==> src/rtl/uptime_pkg.sv <==
package uptime_pkg;
  // which value a read request selects
  typedef enum logic [1:0] {
    SEL_NONE = 2'd0,
    SEL_SEC  = 2'd1,
    SEL_CYC  = 2'd2
  } rd_sel_e;

  localparam int unsigned DEF_CNT_W     = 32;
  localparam int unsigned DEF_ADDR_W    = 12;
  localparam int unsigned DEF_STEP_LOG2 = 4;
  localparam int unsigned DEF_WRAP      = 25_000_000;
endpackage

==> src/rtl/uptime_prescaler.sv <==
module uptime_prescaler #(
  parameter int unsigned STEP_LOG2 = 4
) (
  input  logic clk,
  input  logic rst_n,
  input  logic tick_en,
  output logic step_o
);
  generate
    if (STEP_LOG2 == 0) begin : g_direct
      assign step_o = tick_en;
    end else begin : g_count
      logic [STEP_LOG2-1:0] pre_q;
      always_ff @(posedge clk) begin
        if (!rst_n) pre_q <= '0;
        else if (tick_en) pre_q <= pre_q + 1'b1;
      end
      // terminal count of the enable prescaler
      assign step_o = tick_en && (&pre_q);
    end
  endgenerate
endmodule

==> src/rtl/uptime_subsec.sv <==
module uptime_subsec #(
  parameter int unsigned CNT_W     = 32,
  parameter int unsigned STEP_LOG2 = 4,
  parameter int unsigned WRAP      = 25_000_000
) (
  input  logic             clk,
  input  logic             rst_n,
  input  logic             step_i,
  output logic [CNT_W-1:0] cnt_o,
  output logic             wrap_o
);
  localparam int unsigned      STEP = 1 << STEP_LOG2;
  localparam logic [CNT_W-1:0] INC  = CNT_W'(STEP);
  localparam logic [CNT_W-1:0] LAST = CNT_W'(WRAP - STEP);

  logic [CNT_W-1:0] cnt_q;

  assign wrap_o = step_i && (cnt_q == LAST);

  always_ff @(posedge clk) begin
    if (!rst_n)      cnt_q <= '0;
    else if (wrap_o) cnt_q <= '0;
    else if (step_i) cnt_q <= cnt_q + INC;
  end

  assign cnt_o = cnt_q;
endmodule

==> src/rtl/uptime_seconds.sv <==
module uptime_seconds #(
  parameter int unsigned CNT_W = 32
) (
  input  logic             clk,
  input  logic             rst_n,
  input  logic             inc_i,
  output logic [CNT_W-1:0] cnt_o
);
  logic [CNT_W-1:0] sec_q;

  always_ff @(posedge clk) begin
    if (!rst_n)     sec_q <= '0;
    else if (inc_i) sec_q <= sec_q + 1'b1;
  end

  assign cnt_o = sec_q;
endmodule

==> src/rtl/uptime_rdport.sv <==
module uptime_rdport
  import uptime_pkg::*;
#(
  parameter int unsigned        CNT_W    = 32,
  parameter int unsigned        ADDR_W   = 12,
  parameter logic [ADDR_W-1:0]  SEC_ADDR = 'h068,
  parameter logic [ADDR_W-1:0]  CYC_ADDR = 'h06C
) (
  input  logic              clk,
  input  logic              rst_n,
  input  logic              req_valid,
  output logic              req_ready,
  input  logic              req_write,
  input  logic [ADDR_W-1:0] req_addr,
  output logic              rsp_valid,
  input  logic              rsp_ready,
  output logic [CNT_W-1:0]  rsp_data,
  input  logic [CNT_W-1:0]  sec_i,
  input  logic [CNT_W-1:0]  cyc_i
);
  rd_sel_e          sel;
  logic [CNT_W-1:0] rd_mux;
  logic             rd_take;
  logic             vld_q;
  logic [CNT_W-1:0] dat_q;

  always_comb begin
    if (req_addr == SEC_ADDR)      sel = SEL_SEC;
    else if (req_addr == CYC_ADDR) sel = SEL_CYC;
    else                           sel = SEL_NONE;
  end

  always_comb begin
    unique case (sel)
      SEL_SEC: rd_mux = sec_i;
      SEL_CYC: rd_mux = cyc_i;
      default: rd_mux = '0;
    endcase
  end

  // a read may only be taken when the response slot is free or draining
  assign req_ready = !vld_q || rsp_ready;
  assign rd_take   = req_valid && !req_write;

  always_ff @(posedge clk) begin
    if (!rst_n) begin
      vld_q <= 1'b0;
      dat_q <= '0;
    end else if (req_ready) begin
      vld_q <= rd_take;
      if (rd_take) dat_q <= rd_mux;
    end
  end

  assign rsp_valid = vld_q;
  assign rsp_data  = dat_q;
endmodule

==> src/rtl/uptime_counters.sv <==
module uptime_counters
  import uptime_pkg::*;
#(
  parameter int unsigned        CNT_W     = DEF_CNT_W,
  parameter int unsigned        ADDR_W    = DEF_ADDR_W,
  parameter int unsigned        STEP_LOG2 = DEF_STEP_LOG2,
  parameter int unsigned        WRAP      = DEF_WRAP,
  parameter logic [ADDR_W-1:0]  SEC_ADDR  = 'h068,
  parameter logic [ADDR_W-1:0]  CYC_ADDR  = 'h06C
) (
  input  logic              clk,
  input  logic              rst_n,
  input  logic              tick_en,
  input  logic              req_valid,
  output logic              req_ready,
  input  logic              req_write,
  input  logic [ADDR_W-1:0] req_addr,
  output logic              rsp_valid,
  input  logic              rsp_ready,
  output logic [CNT_W-1:0]  rsp_data
);
  logic             step;
  logic             wrap;
  logic [CNT_W-1:0] sec_val;
  logic [CNT_W-1:0] cyc_val;

  uptime_prescaler #(.STEP_LOG2(STEP_LOG2)) u_pre (
    .clk(clk), .rst_n(rst_n), .tick_en(tick_en), .step_o(step)
  );

  uptime_subsec #(.CNT_W(CNT_W), .STEP_LOG2(STEP_LOG2), .WRAP(WRAP)) u_cyc (
    .clk(clk), .rst_n(rst_n), .step_i(step), .cnt_o(cyc_val), .wrap_o(wrap)
  );

  uptime_seconds #(.CNT_W(CNT_W)) u_sec (
    .clk(clk), .rst_n(rst_n), .inc_i(wrap), .cnt_o(sec_val)
  );

  uptime_rdport #(
    .CNT_W(CNT_W), .ADDR_W(ADDR_W), .SEC_ADDR(SEC_ADDR), .CYC_ADDR(CYC_ADDR)
  ) u_rd (
    .clk(clk), .rst_n(rst_n),
    .req_valid(req_valid), .req_ready(req_ready), .req_write(req_write),
    .req_addr(req_addr), .rsp_valid(rsp_valid), .rsp_ready(rsp_ready),
    .rsp_data(rsp_data), .sec_i(sec_val), .cyc_i(cyc_val)
  );
endmodule

==> config.mk <==
export PLATFORM = sky130hd
export DESIGN_NAME = uptime_counters
export DESIGN_NICKNAME = d
export VERILOG_FILES = /design/src/rtl/uptime_pkg.sv /design/src/rtl/uptime_prescaler.sv /design/src/rtl/uptime_subsec.sv /design/src/rtl/uptime_seconds.sv /design/src/rtl/uptime_rdport.sv /design/src/rtl/uptime_counters.sv
export SDC_FILE = /design/constraint.sdc
export NUM_CORES = 1
export LEC_CHECK = 0
export BUFFER_PORTS_ARGS = -buffer_cell sky130_fd_sc_hd__buf_4
export CORE_MARGIN = 2
export CORE_UTILIZATION = 25
export DETAILED_ROUTE_END_ITERATION = 16
export HOLD_SLACK_MARGIN = 0.05
export RECOVER_POWER = 50
export SLEW_MARGIN = 20
export SYNTH_ARGS = -nofsm -noshare
export SYNTH_HDL_FRONTEND = slang
export SYNTH_SLANG_ARGS = --single-unit
==> constraint.sdc <==
create_clock -name clk -period 2.4 [get_ports clk]
set_input_delay 0.12 -clock clk [delete_from_list [all_inputs] [get_ports clk]]
set_output_delay 0.12 -clock clk [all_outputs]
set_load 0.05 [all_outputs]
==> results.sh <==
export IMPL_hp_class="in -> reg"
export IMPL_timing_max_cap_violations=0
export IMPL_grt_max_degree=53
export IMPL_clk_pin_slew_ns=0.06
export IMPL_syn_inst=540
export IMPL_port_buffers=51
export IMPL_areaGrowthSynthToFinish_pct=25.0
export IMPL_clk_path_buf_depth=2
export IMPL_ys_types=36
export IMPL_required_ns=2.69
export IMPL_dieHeight_um=139
export IMPL_grt_pass1_vias=3754
export IMPL_irDropWorstVdd_mv=0.346
export IMPL_initial_core_util=0.255
export IMPL_ant_nets=0
export IMPL_cts_tree="built"
export IMPL_yosysWarnings=0
export IMPL_cellLeakagePower_nw=2.00
export IMPL_vias_per_cell=4.71
export IMPL_top_level_ports=52
export IMPL_grt_usage=0.122
export IMPL_status="finished clean"
export IMPL_vias=3999
export IMPL_max_freq_ghz=0.435
export IMPL_final_cell_mix="105 x nor2_1, 95 x dfxtp_1, 62 x buf_4"
export IMPL_drt_total_wl_um=11500
export IMPL_numCtsBuffers=9
export IMPL_insertion_delay_ns=0.35
export IMPL_synth_fp_nets=561
export IMPL_chipWidth_um=139
export IMPL_syn_cell_area_um2=4570
export IMPL_antennaDiodeCount=0
export IMPL_tightest_slew_ns=1.02
export IMPL_rows=49
export IMPL_fin_crit_sh=0.957
export IMPL_p_total_mw=3.28
export IMPL_grt_pass1_wl_um=19200
export IMPL_drtIter0Drc=243
export IMPL_setup_viol=0
export IMPL_avgRoutedWirePerCell_um=13.5
export IMPL_finalHoldViolCount=0
export IMPL_synth_seq_cells=97
export IMPL_drc=0
export IMPL_synthFlopType="dfxtp_1"
export IMPL_cts_root_buffer="clkbuf_16"
export IMPL_cp_top_family="simple AND/OR/NAND/NOR gates"
export IMPL_clock_sinks=97
export IMPL_hold_buffers=0
export IMPL_period_minus_slack_ns=2.30
export IMPL_p_per_area_nw_per_um2=574
export IMPL_worst_path_max_delay_cell="or4_4"
export IMPL_cp_start_kind="flip-flop"
export IMPL_path_class="reg -> reg"
export IMPL_overflow=0
export IMPL_final_common_cell="nor2_1"
export IMPL_crit_arrival_ns=2.58
export IMPL_syn_avg_cell_area_um2=8.47
export IMPL_max_slew_margin=0.322
export IMPL_yosysSeqAreaShare=0.425
export IMPL_cp_end_kind="flip-flop"
export IMPL_report_final_slew_viol_count=0
export IMPL_dieArea_um2=19400
export IMPL_antenna_found_initial=0
export IMPL_core_area_um2=18000
export IMPL_path_cells="ha_2 > clkinv_1 > or3_4 > or4_4 > or4_4 > a21oi_2"
export IMPL_finalWeightedCongestion=0.771
export IMPL_path_buf_inv=1
export IMPL_holdWs_ns=0.0588
export IMPL_cpPeakStageDelay_ns=0.58
export IMPL_critPathMostFrequentCell="or4_4"
export IMPL_utilization=0.318
export IMPL_htreeDepth=3
export IMPL_synth_edf_count=0
export IMPL_synth_async_sr_flop_share=0
export IMPL_finalNetCount=636
export IMPL_critPathMaxFanout=7
export IMPL_drive_gt1_frac=0.161
export IMPL_place_hpwl_um=8140
export IMPL_dr_pass1_iters=5
export IMPL_finalClockSkew_ns=0.00846
## routing by layer
metal,share of wire,vias to the layer above,GRT usage
met3,0.038,4,0.0244
li1,-,2069,-
met5,0,-,0
met1,0.51,1857,0.172
met2,0.45,69,0.187
met4,0.0084,0,0.0383
## timing repair
action	in CTS	in global routing
gates resized for setup	1	12
setup buffers	0	1
pin swaps	0	4
endpoints found under the setup margin	6	16
## worst paths after layout
check,startpoint,end,slack (ns),cells past startpoint
setup / recovery,u_sec.cnt_o[1],u_sec.cnt_o[26],0.10,6
hold / removal,req_write,u_rd.rsp_valid,0.06,3
setup reg to reg,u_sec.cnt_o[1],u_sec.cnt_o[26],0.10,6
hold reg to reg,u_sec.cnt_o[9],u_sec.cnt_o[9],0.50,2
## cell type report
| type | instances | area [um^2] |
|---|---|---|
| tap | 229 | 287 |
| timing repair buffer | 102 | 657 |
| clock buffer | 10 | 229 |
| fill | 1900 | 12200 |
| sequential | 97 | 1940 |
| inverter | 9 | 33.8 |
| clock inverter | 6 | 92.6 |
| multi-input combinational | 396 | 2470 |
## synthesized netlist by cell type (all sizes together) (2+ instances only)
library cell  instances  area share
o31ai                 7       0.011
and3                  7      0.0096
ha                    3      0.0082
xor2                 12       0.023
a21oi                22       0.024
or4                   9       0.015
nor4                 17       0.023
nand4                18       0.026
nand2b                9       0.012
and4                  7       0.014
nor3b                 2      0.0033
nor2                105       0.086
dfxtp                97        0.42
xnor2                23       0.044
nand3                22       0.024
nor3                  5      0.0066
inv                   8      0.0066
o21ai                13       0.014
buf                  12       0.015
clkbuf               26       0.021
mux2i                36       0.079
nand2                25       0.021
or3                  15       0.021
nor4b                 4      0.0077
a22oi                32       0.053
## metrics by stage
stage | instance area [um^2] | std cells | setup TNS [ns] | worst slack [ns]
after floorplan | 4570 | 540 | 0 | 0.0503
after global placement | 5480 | 832 | 0 | 0.0479
after detailed placement | 5480 | 832 | 0 | 0.0129
after CTS | 5800 | 848 | 0 | 0.0520
after global routing | 5720 | 849 | -0.000953 | -0.000953
final | 5720 | 849 | 0 | 0.103
## logic make-up (layout without fill, tap and decap cells)
family / Yosys count / in the layout / synth area share
xor+xnor: 35 / 35 / 0.0670
simple gates: 247 / 247 / 0.273
fa+ha+maj: 3 / 3 / 0.00821
flops: 97 / 97 / 0.425
compound gates: 75 / 75 / 0.104
mux: 36 / 36 / 0.0788
buf+inv: 47 / 127 / 0.0438
## registers in the layout (all words and copies together) (netlist names)
register / flops
u_rd.rsp_data: 32
u_rd.rsp_valid: 1
u_cyc.cnt_o: 28
u_sec.cnt_o: 32
u_pre.g_count.pre_q: 4
## worst reg2reg max path, cell delays in order (launching register included)
cell and delay [ns]:
dfxtp_2 0.33, ha_2 0.17, clkinv_1 0.07, or3_4 0.41, or4_4 0.59, or4_4 0.54, a21oi_2 0.13
## power by group
part / internal, mW / switching, mW / total (mW)
clock: 0.917 / 0.625 / 1.54
combinational: 0.0472 / 0.0764 / 0.124
sequential: 1.61 / 0.00281 / 1.62
Power figures use the tool's default switching activity.
